**src/rtl/kbd_scan_pkg.sv**
```systemverilog
package kbd_scan_pkg;

  // Register byte offsets on the shared bus
  localparam int unsigned OFF_ROWS = 'h10;
  localparam int unsigned OFF_COL  = 'h14;
  localparam int unsigned OFF_STAT = 'h20;
  localparam int unsigned OFF_MASK = 'h28;

  typedef enum logic [2:0] {
    SEL_NONE,
    SEL_ROWS,
    SEL_COL,
    SEL_STAT,
    SEL_MASK
  } kbd_sel_e;

endpackage

```
**src/rtl/kbd_key_sync.sv**
```systemverilog
module kbd_key_sync #(
  parameter int NKEYS  = 40,
  parameter int STAGES = 2
) (
  input  logic             clk,
  input  logic             rst_n,
  input  logic [NKEYS-1:0] keys_in,
  output logic [NKEYS-1:0] keys_snap,
  output logic             key_chg
);

  logic [NKEYS-1:0] stg [STAGES];

  generate
    for (genvar s = 0; s < STAGES; s++) begin : g_stage
      if (s == 0) begin : g_first
        always_ff @(posedge clk or negedge rst_n) begin
          if (!rst_n) stg[0] <= '0;
          else        stg[0] <= keys_in;
        end
      end else begin : g_next
        always_ff @(posedge clk or negedge rst_n) begin
          if (!rst_n) stg[s] <= '0;
          else        stg[s] <= stg[s-1];
        end
      end
    end
  endgenerate

  // Snapshot used by the evaluator; a mismatch marks a key event
  assign key_chg = (stg[STAGES-1] != keys_snap);

  always_ff @(posedge clk or negedge rst_n) begin
    if (!rst_n) keys_snap <= '0;
    else        keys_snap <= stg[STAGES-1];
  end

endmodule

```
**src/rtl/kbd_row_eval.sv**
```systemverilog
module kbd_row_eval #(
  parameter int NR = 5,
  parameter int NC = 8
) (
  input  logic             clk,
  input  logic             rst_n,
  input  logic             eval_req,
  input  logic [NC-1:0]    col_q,
  input  logic [NR*NC-1:0] keys_snap,
  output logic [NR-1:0]    row_latch,
  output logic             eval_pend
);

  logic [NR-1:0] row_next;

  generate
    for (genvar r = 0; r < NR; r++) begin : g_row
      // low when a closed key meets a driven (zero) column
      assign row_next[r] = ~|(keys_snap[r*NC +: NC] & ~col_q);
    end
  endgenerate

  always_ff @(posedge clk or negedge rst_n) begin
    if (!rst_n) begin
      eval_pend <= 1'b0;
      row_latch <= '1;
    end else begin
      eval_pend <= eval_req;
      if (eval_pend) row_latch <= row_next;
    end
  end

endmodule

```
**src/rtl/kbd_scan_regs.sv**
```systemverilog
module kbd_scan_regs
  import kbd_scan_pkg::*;
#(
  parameter int ADDR_W = 8,
  parameter int DATA_W = 16,
  parameter int NR     = 5,
  parameter int NC     = 8
) (
  input  logic              clk,
  input  logic              rst_n,
  input  logic              bus_sel,
  input  logic              bus_we,
  input  logic [ADDR_W-1:0] bus_addr,
  input  logic [DATA_W-1:0] bus_wdata,
  input  logic [NR-1:0]     row_latch,
  input  logic              status,
  output logic [NC-1:0]     col_q,
  output logic              mask_q,
  output logic              col_wr,
  output logic              mask_wr,
  output logic [DATA_W-1:0] bus_rdata
);

  kbd_sel_e sel;

  always_comb begin
    sel = SEL_NONE;
    if (bus_addr == ADDR_W'(OFF_ROWS))      sel = SEL_ROWS;
    else if (bus_addr == ADDR_W'(OFF_COL))  sel = SEL_COL;
    else if (bus_addr == ADDR_W'(OFF_STAT)) sel = SEL_STAT;
    else if (bus_addr == ADDR_W'(OFF_MASK)) sel = SEL_MASK;
  end

  assign col_wr  = bus_sel && bus_we && (sel == SEL_COL);
  assign mask_wr = bus_sel && bus_we && (sel == SEL_MASK);

  logic unused_wdata;
  assign unused_wdata = ^bus_wdata[DATA_W-1:NC];

  always_ff @(posedge clk or negedge rst_n) begin
    if (!rst_n) begin
      col_q  <= '1;
      mask_q <= 1'b0;
    end else begin
      if (col_wr)  col_q  <= bus_wdata[NC-1:0];
      if (mask_wr) mask_q <= bus_wdata[0];
    end
  end

  always_comb begin
    bus_rdata = '0;
    if (bus_sel && !bus_we) begin
      unique case (sel)
        SEL_ROWS: bus_rdata[NR-1:0] = row_latch;
        SEL_COL:  bus_rdata[NC-1:0] = col_q;
        SEL_STAT: bus_rdata[0]      = status;
        SEL_MASK: bus_rdata[0]      = mask_q;
        default:  bus_rdata         = '0;
      endcase
    end
  end

endmodule

```
**src/rtl/kbd_matrix_scan.sv**
```systemverilog
module kbd_matrix_scan #(
  parameter int ADDR_W      = 8,
  parameter int DATA_W      = 16,
  parameter int NR          = 5,
  parameter int NC          = 8,
  parameter int SYNC_STAGES = 2
) (
  input  logic              clk,
  input  logic              rst_n,
  input  logic              clk_en,
  input  logic              bus_sel,
  input  logic              bus_we,
  input  logic [ADDR_W-1:0] bus_addr,
  input  logic [DATA_W-1:0] bus_wdata,
  output logic [DATA_W-1:0] bus_rdata,
  input  logic [NR*NC-1:0]  keys,
  output logic              kbd_irq
);

  localparam int NKEYS = NR * NC;

  logic [NC-1:0]    col_q;
  logic             mask_q;
  logic             col_wr;
  logic             mask_wr;
  logic [NKEYS-1:0] keys_snap;
  logic             key_chg;
  logic [NR-1:0]    row_latch;
  logic             eval_pend;
  logic             en_q;
  logic             status;

  always_ff @(posedge clk or negedge rst_n) begin
    if (!rst_n) en_q <= 1'b0;
    else        en_q <= clk_en;
  end

  assign status  = (row_latch != '1) && !mask_q;
  assign kbd_irq = clk_en && status;

  kbd_scan_regs #(
    .ADDR_W(ADDR_W), .DATA_W(DATA_W), .NR(NR), .NC(NC)
  ) u_regs (
    .clk       (clk),
    .rst_n     (rst_n),
    .bus_sel   (bus_sel),
    .bus_we    (bus_we),
    .bus_addr  (bus_addr),
    .bus_wdata (bus_wdata),
    .row_latch (row_latch),
    .status    (status),
    .col_q     (col_q),
    .mask_q    (mask_q),
    .col_wr    (col_wr),
    .mask_wr   (mask_wr),
    .bus_rdata (bus_rdata)
  );

  kbd_key_sync #(
    .NKEYS(NKEYS), .STAGES(SYNC_STAGES)
  ) u_sync (
    .clk       (clk),
    .rst_n     (rst_n),
    .keys_in   (keys),
    .keys_snap (keys_snap),
    .key_chg   (key_chg)
  );

  kbd_row_eval #(
    .NR(NR), .NC(NC)
  ) u_eval (
    .clk       (clk),
    .rst_n     (rst_n),
    .eval_req  (col_wr | mask_wr | key_chg | (clk_en & ~en_q)),
    .col_q     (col_q),
    .keys_snap (keys_snap),
    .row_latch (row_latch),
    .eval_pend (eval_pend)
  );

endmodule

```
**config.mk**
```make
export PLATFORM = sky130hd
export DESIGN_NAME = kbd_matrix_scan
export DESIGN_NICKNAME = d
export VERILOG_FILES = /design/src/rtl/kbd_scan_pkg.sv /design/src/rtl/kbd_key_sync.sv /design/src/rtl/kbd_row_eval.sv /design/src/rtl/kbd_scan_regs.sv /design/src/rtl/kbd_matrix_scan.sv
export SDC_FILE = /design/constraint.sdc
export NUM_CORES = 1
export LEC_CHECK = 0
export CAP_MARGIN = 15
export CORE_AREA = 2 2 96 98
export DETAILED_ROUTE_END_ITERATION = 7
export DIE_AREA = 0 0 98 100
export GPL_ROUTABILITY_DRIVEN = 0
export PLACE_DENSITY = 0.81
export SKIP_LAST_GASP = 1
export SLEW_MARGIN = 10
export SYNTH_ARGS = -nofsm -noshare
export SYNTH_HDL_FRONTEND = slang
export SYNTH_HIERARCHICAL = 1
export SYNTH_SLANG_ARGS = --single-unit
```
**constraint.sdc**
```tcl
create_clock -name clk -period 2.3 [get_ports clk]
set_input_delay 0.23 -clock clk [delete_from_list [all_inputs] [get_ports clk]]
set_output_delay 0.23 -clock clk [all_outputs]
set_load 0.01 [all_outputs]
```
Word-level counts from Yosys, hierarchy flattened. Index checks and enable logic that the tools add are counted.

Flip-flop bits (word level): 136. Input port bits: 69. Output and inout port bits: 17. Logic and storage cells: 55.

Equality and inequality tests: 10. Mux-type cells: 8. Bitwise operators: 11. Reduce and logical (&&, ||, !) cells: 18.

Operators with widths (number): $and A8 B8 Y8 (5); $ne A40 B40 Y1 (1); $reduce_or A8 Y1 (5); $eq A8 B5 Y1 const B (2); $eq A8 B6 Y1 const B (2); $mux W3 (5); $mux W8 (1); $not A8 Y8 (1); $pmux W4 S2 (1); $logic_not A1 Y1 (7); $eq A3 B2 Y1 const B (2); $logic_and A1 B1 Y1 (6); $ne A5 B5 Y1 const B (1); $pmux W1 S4 (1); $eq A3 B1 Y1 const B (1); $eq A3 B3 Y1 const B (1); $or A1 B1 Y1 (3); $and A1 B1 Y1 (1); $not A1 Y1 (1).

Longest topological paths before layout. Gate-level depths: netlist of run 1.

Word-level depth: 10. Gate-level depth with buffers: 6. Gate-level depth less buffers: 6.

Modules after synthesis. The synthesis of run 1 kept the hierarchy.

By module, submodules not included: kbd_key_sync (times used 1, cells an instance 173, area each 3434.5 µm², seq. area each 3002.9 µm²); kbd_scan_regs (times used 1, cells an instance 57, area each 628.1 µm², seq. area each 235.2 µm²); kbd_row_eval (times used 1, cells an instance 52, area each 531.8 µm², seq. area each 156.4 µm²); kbd_matrix_scan (times used 1, cells an instance 7, area each 67.6 µm², seq. area each 25.0 µm²).

Worst setup path before layout of run 1. Ideal clock, no wire load.

Path type: register to output. From: reg u_eval.row_latch[4]. To: out bus_rdata[0]. Data arrival time: 1.275 ns. Data required time: 2.070 ns. Setup slack: 0.795 ns. Cell stages (with the launch flop): 6. Buffers on the path: 0. Cells stage by stage: dfstp_2 > and4_4 > a21oi_1 > mux2_2 > a22oi_1 > nor3_1.

Word-level cells in the longest chain between the ends: 4.

RTL lines: from (decl) (RTL line kbd_row_eval.sv:10) `output logic [NR-1:0] row_latch,`; from (signal assigned) (RTL line kbd_row_eval.sv:29) `if (eval_pend) row_latch <= row_next;`; $ne A5 B5 Y1 (RTL line kbd_matrix_scan.sv:38) `assign status = (row_latch != '1) && !mask_q;`; $logic_and A1 B1 Y1 (RTL line kbd_matrix_scan.sv:38); net status (RTL line kbd_matrix_scan.sv:31) `logic status;`; $pmux W1 S4 (RTL line kbd_scan_regs.sv:53) `unique case (sel)`; $mux W8 (RTL line kbd_scan_regs.sv:52) `if (bus_sel && !bus_we) begin`; to (decl) (RTL line kbd_matrix_scan.sv:15) `output logic [DATA_W-1:0] bus_rdata,`.

The timed path passes the listed nets, and every way through them passes these cells.

Final worst setup path of run 1.
From: reg u_eval.row_latch[3]. To: out bus_rdata[0].

The elaborated chain is that of the path after synthesis.

==> results of run 1 <==
[through the flow]
stage                     instances  hold slack, ns  setup WS, ns  instance area [µm²]
final                           508           0.148         0.103                 6210
after global routing            508           0.131       0.00412                 6210
after CTS                       508           0.131       0.00599                 6210
after detailed placement        472           0.273        0.0972                 5510
after global placement          472           0.268         0.159                 5510
after floorplan                 296         -0.0656         0.795                 4690
[worst min-delay path by stage]
| stage | start | end | slack (ns) | cells after the start |
|---|---|---|---|---|
| global placement | rst_n | u_sync/stg[79] | 0.27 | 1 |
| global route | keys[26] | u_sync/stg[66] | 0.13 | 1 |
| finish | keys[19] | u_sync/stg[59] | 0.15 | 1 |
| detailed placement | rst_n | u_sync/stg[24] | 0.27 | 1 |
| CTS | keys[26] | u_sync/stg[66] | 0.13 | 1 |
| floorplan | rst_n | en_q | -0.07 | 0 |
[state kept, by name, indices dropped and copies added, names as in the netlist]
register,cells
u_regs/mask_q,1
u_regs/col_q,8
u_sync/keys_snap,40
u_eval/row_latch,5
u_eval/eval_pend,1
en_q,1
u_sync/stg,80
[layout make-up]
class | instances | area share [%]
Multi-Input combinational cell | 143 | 18.9
Timing Repair Buffer | 79 | 12.7
Tap cell | 111 | 2.24
Inverter | 7 | 0.423
Sequential cell | 136 | 55.1
Clock buffer | 22 | 7.62
Clock inverter | 10 | 3.06
[where the power goes]
group          total [W]  internal [W]  switching [W]
clock            0.00296       0.00199       0.000971
combinational   0.000304      0.000176       0.000128
sequential       0.00259       0.00251      0.0000786
[placed cells by master (no fill, tap or decap), types with 2 or more instances in the layout]
cell type,n
dfrtp_1,123
clkdlybuf4s50_1,67
xnor2_1,32
nor2b_1,19
clkbuf_16,16
dfstp_2,13
mux2_2,11
a22oi_1,10
nand4_1,10
nor2_1,9
buf_4,8
conb_1,8
xor2_1,8
inv_1,7
clkbuf_8,5
bufinv_16,5
a41o_1,5
mux2i_1,4
nor4_1,4
clkinvlp_4,3
a2111oi_2,3
nand2_1,3
nor3_1,2
clkinv_4,2
buf_12,2
and2b_1,2
a2111oi_4,2
[cell families after synthesis]
group                  Yosys count
other                            1
XOR/XNOR                        40
buffers and inverters           17
AO/OA/AOI/OAI                   24
flip-flops                     136
AND/OR/NAND/NOR                 56
multiplexers                    15
[what timing repair did]
item,4_1_cts,5_1_grt
hold buffers,1,0
hold endpoints to repair,42,0
gates resized for setup,4,1
setup buffers,3,0
gates cloned,0,0
endpoints found under the setup margin,1,1
[synthesized netlist by cell type, types with 3 or more instances]
master,number
dfrtp_1,123
xnor2_1,32
nor2b_1,19
dfstp_2,13
a22oi_1,11
mux2_2,11
nand4_1,10
nor2_1,9
buf_4,8
xor2_1,8
inv_1,7
a41o_1,5
mux2i_1,4
nor4_1,4
a2111oi_2,3
nand2_1,3
[metal layers]
layer	track usage, %	vias up
met4	8.01	0
li1	-	1169
met3	5.43	15
met2	33.8	101
met1	23.0	1302
met5	0	-
==> results.py, run 1 <==
metrics = {
    "yosys": {
        "synth.cell_area_um2": 4660,
        "synthMuxAreaShare_pct": 3.52,
        "synth.distinct_cells": 32,
        "synth_ff_type": "dfrtp_1",
        "synthAdderAreaFrac_pct": 0,
        "synth_area_leader_cell": "dfrtp_1",
        "netlist_instances": 289,
        "synth_seq_area_share_pct": 73.3,
        "synthArstFlopShare_pct": 100,
        "synth_top_family_by_area": "simple AND/OR/NAND/NOR gates",
        "ys_warn_count": 6,
        "synthTopCellsByArea": "dfrtp_1 66%, dfstp_2 7.3%, xnor2_1 6.0%",
        "synth_compound_area_share_pct": 5.48,
        "synth_edf_count": 0,
        "ys_ff_latch": 136,
        "synth_top_cell_area_share_pct": 66.0,
        "synthSimpleGateAreaFrac_pct": 7.89,
        "avgSynthCellArea_um2": 16.1,
        "synth_xor_area_share_pct": 7.51,
    },
    "clock_network": {
        "cts_tree": "done",
        "cts_buffers": 17,
        "cts_max_level": 4,
        "cts_sinks": 136,
        "clk_pin_slew_ns": 0.06,
        "root_buffer": "clkbuf_8",
        "cts_buffer_depth": 2,
        "insertion_delay_ns": 0.52,
    },
    "worst_setup_path": {
        "worstRegToRegCells": 6,
        "cpPeakStageDelay_ns": 0.54,
        "endpoint": "bus_rdata[0]",
        "cp_cell_sequence": "and4_4 > a21oi_1 > mux2_2 > a22oi_2 > nor3_1 > buf_2",
        "crit_start": "u_eval/row_latch[3]",
        "cp_slowest_cell": "dfstp_2",
        "crit_required_ns": 2.07,
        "worstPathArrival_ns": 1.97,
        "timing.rr.start": "u_sync/keys_snap[0]",
        "end_kind": "primary output",
        "start_kind": "flip-flop",
        "worst-path-buf-inv": 1,
        "crit_type": "reg -> out",
        "crit_family": "flip-flops",
        "worstPathMaxFanout": 2,
        "worst-r2r-setup-slack_ns": 0.39,
        "crit_cells": 6,
        "r2r_end": "u_eval/eval_pend",
    },
    "route": {
        "top_layer": "met4",
        "post_drt_wl_per_cell_um": 17.2,
        "num_vias": 2587,
        "drt-total-wl_um": 8720,
        "first_pass_iters": 4,
        "routed_via_density": 5.09,
        "drcViolationCount": 0,
        "wl_met1_um": 3460,
        "route.met2.wl_um": 4600,
        "route.met3.wl_um": 490,
        "drt_iter0_drc": 130,
        "ant_nets": 0,
    },
    "grt": {
        "grt-ovfl-total": 0,
        "grt_usage_pct": 19.5,
        "antenna_found_initial": 0,
        "grt_pass1_wl_um": 14100,
        "grt_pass1_vias": 2774,
        "grt_max_degree": 49,
    },
    "finish": {
        "fill_cells": 571,
        "drive_above_1_share_pct": 19.9,
        "regArea_um2": 3420,
        "post-route-util_pct": 69.8,
        "multiInputGateArea_um2": 1170,
        "nets": 453,
        "antennaDiodeCount": 0,
        "syn_to_final_growth_pct": 33.1,
    },
    "die": {
        "die_x_um": 98,
        "row_count": 35,
        "die_y_um": 100,
        "dieArea_um2": 9800,
        "initial_core_util_pct": 52.4,
        "io_pins": 86,
        "coreArea_um2": 8890,
    },
    "pwr": {
        "power.density_nw_per_um2": 943,
        "leakagePower_nw": 2.63,
        "total_power_w": 0.00585,
        "ir_worst_vdd_mv": 0.657,
    },
    "placed_design": {
        "port_buffers": 69,
        "dp_hpwl_um": 5570,
    },
    "timing": {
        "min_period_over_period_pct": 95.5,
        "report.final.setup_viol": 0,
        "finClkSkew_ns": 0.0101,
        "post-route-min-period_ns": 2.20,
        "fin_setup_tns_ns": 0,
        "hold_viol": 0,
        "slew_viol_final": 0,
        "fmax_mhz": 455,
        "rsz0062_at_grt": "no",
        "relSlewSlack_pct": 59.2,
        "tightest_slew_ns": 0.606,
    },
    "outcome": {
        "status": "complete, no violations",
    },
    "hold_path": {
        "hp-class": "in -> reg",
    },
    "flow_run": {
        "drv_cap": 0,
    },
}
Power figures use the tool's default switching activity.
==> run 2, diff against run 1 <==
--- a/config.mk
+++ b/config.mk
@@ -6,11 +6,13 @@
 export NUM_CORES = 1
 export LEC_CHECK = 0
 export CAP_MARGIN = 15
-export CORE_AREA = 2 2 96 98
+export CELL_PAD_IN_SITES_DETAIL_PLACEMENT = 0
+export CELL_PAD_IN_SITES_GLOBAL_PLACEMENT = 1
+export CORE_AREA = 2 2 104 106
 export DETAILED_ROUTE_END_ITERATION = 7
-export DIE_AREA = 0 0 98 100
+export DIE_AREA = 0 0 106 108
 export GPL_ROUTABILITY_DRIVEN = 0
-export PLACE_DENSITY = 0.81
+export PLACE_DENSITY_LB_ADDON = 0.1
 export SKIP_LAST_GASP = 1
 export SLEW_MARGIN = 10
 export SYNTH_ARGS = -nofsm -noshare
==> run 2 against run 1 <==
Largest power group is now sequential cells. Clock power decreased by 15%. Worst setup slack improved by 0.012 ns. Sequential share of layout area increased by 0.67 points.
==> results.py, run 2 (same netlist as run 1, synthesis figures left out) <==
metrics = {
    "outcome": {
        "status": "complete, no violations",
    },
    "die": {
        "dieArea_um2": 11400,
        "die_x_um": 106,
        "initial_core_util_pct": 45.6,
        "row_count": 37,
        "die_y_um": 108,
        "io_pins": 86,
        "coreArea_um2": 10200,
    },
    "route": {
        "drt_iter0_drc": 58,
        "first_pass_iters": 4,
        "routed_via_density": 4.64,
        "drcViolationCount": 0,
        "ant_nets": 0,
        "drt-total-wl_um": 8050,
        "num_vias": 2469,
        "post_drt_wl_per_cell_um": 15.1,
    },
    "worst_setup_path": {
        "cp_cell_sequence": "and4_4 > a21oi_1 > mux2_2 > a22oi_2 > nor3_1 > buf_2",
        "crit_required_ns": 2.07,
        "r2r_end": "u_eval/eval_pend",
        "end_kind": "primary output",
        "cpPeakStageDelay_ns": 0.54,
        "worstRegToRegCells": 6,
        "timing.rr.start": "u_sync/keys_snap[16]",
        "worstPathMaxFanout": 2,
        "worstPathArrival_ns": 1.96,
        "worst-r2r-setup-slack_ns": 0.54,
        "crit_type": "reg -> out",
        "crit_family": "flip-flops",
        "start_kind": "flip-flop",
        "cp_slowest_cell": "dfstp_2",
        "worst-path-buf-inv": 1,
    },
    "finish": {
        "largest_register": "u_sync/stg",
        "top_regs": "u_sync/stg (80), u_sync/keys_snap (40), u_regs/col_q (8)",
        "syn_to_final_growth_pct": 31.5,
        "drive_above_1_share_pct": 19.9,
        "nets": 452,
        "final_common_cell": "dfrtp_1",
        "final_cell_mix": "123 x dfrtp_1, 67 x clkdlybuf4s50_1, 32 x xnor2_1",
        "regArea_um2": 3420,
        "multiInputGateArea_um2": 1170,
        "design_area_um2": 6130,
        "largest_reg_flops": 80,
        "antennaDiodeCount": 0,
        "finalNonFillerCells": 532,
        "fill_cells": 809,
    },
    "timing": {
        "finClkSkew_ns": 0.00547,
        "rsz0062_at_grt": "no",
        "min_period_over_period_pct": 95.0,
        "report.final.setup_viol": 0,
        "hold_viol": 0,
        "fmax_mhz": 458,
        "hold_slack_ns": 0.150,
        "fin_setup_tns_ns": 0,
        "tightest_slew_ns": 0.644,
        "setup_ws_ns": 0.114,
        "relSlewSlack_pct": 57.1,
        "post-route-min-period_ns": 2.19,
        "slew_viol_final": 0,
    },
    "placed_design": {
        "postPlaceCellArea_um2": 5530,
        "port_buffers": 69,
        "dp_hpwl_um": 5620,
        "post-place-cells": 496,
        "place_ws_ns": 0.104,
    },
    "clock_network": {
        "cts_sinks": 136,
        "cts_buffer_depth": 2,
        "cts_buffers": 17,
        "root_buffer": "clkbuf_8",
        "cts_tree": "done",
        "cts_max_level": 4,
        "clk_pin_slew_ns": 0.06,
        "insertion_delay_ns": 0.51,
    },
    "pwr": {
        "p_clk_share_pct": 46.7,
        "power.density_nw_per_um2": 881,
        "leakagePower_nw": 2.59,
        "p_sw_w": 0.00123,
        "ir_worst_vdd_mv": 0.373,
        "power_frac_comb_pct": 5.5,
        "pwr-share-seq_pct": 47.8,
        "internal-power_w": 0.00417,
        "power.share.switching_pct": 22.8,
    },
    "grt": {
        "grt_max_degree": 54,
        "grt_pass1_vias": 2664,
        "grt-ovfl-total": 0,
        "antenna_found_initial": 0,
        "grt_usage_pct": 16.1,
        "grt_pass1_wl_um": 13600,
    },
    "hold_path": {
        "hold_end": "u_sync/stg[57]",
        "whs_path_depth": 1,
        "worstHoldStart": "keys[17]",
        "hp-class": "in -> reg",
    },
    "flow_run": {
        "drv_cap": 0,
    },
}
[run 2: area by class of cell]
type | count | area share [%]
multi-input cells | 143 | 19.1
clock buffers | 18 | 6.98
flip-flops and latches | 136 | 55.8
well taps | 136 | 2.78
clock inverters | 14 | 2.22
repair buffers | 78 | 12.7
inverters | 7 | 0.429
[run 2: repair_timing]
item | 4_1_cts | 5_1_grt
gates resized for setup | 5 | 0
endpoints found under the hold margin | 51 | 0
setup buffers | 2 | 1
hold buffers | 1 | 0
endpoints found under the setup margin | 1 | 7
pin swaps | 1 | 1
[run 2: how the worst max path moves through the flow]
stage	to	cells after the start	slack [ns]	startpoint
finish	bus_rdata[0]	6	0.11	u_eval/row_latch[1]
global route	bus_rdata[0]	6	0.02	u_eval/row_latch[1]
CTS	bus_rdata[0]	6	0.09	u_eval/row_latch[1]
detailed placement	bus_rdata[3]	5	0.10	bus_addr[3]
global placement	bus_rdata[3]	5	0.14	bus_addr[3]
floorplan	bus_rdata[0]	5	0.80	u_eval/row_latch[4]
[run 2: metrics by stage]
stage	utilization (%)	total power, W
6_report	59.9	0.00540
5_1_grt	59.9	0.00566
4_1_cts	59.9	0.00548
3_5_place_dp	54.1	0.00293
3_3_place_gp	54.1	0.00292
2_1_floorplan	-	0.00273
[run 2: layer usage]
metal | global-route usage [%] | wire [µm] | vias to the layer above | share of wire (%)
li1 | - | - | 1170 | -
met1 | 21.4 | 3680 | 1208 | 46
met2 | 24.4 | 3800 | 78 | 47
met3 | 4.82 | 398 | 13 | 4.9
met4 | 7.99 | 178 | 0 | 2.2
met5 | 0 | 0 | - | 0
[run 2: power groups by stage]
stage                     Clock (W)  Sequential [W]  Combinational (W)
after floorplan                   0         0.00260           0.000131
after global placement            0         0.00262           0.000296
after detailed placement          0         0.00263           0.000298
after CTS                   0.00259         0.00259           0.000303
after global routing        0.00274         0.00260           0.000329
final                       0.00252         0.00258           0.000297
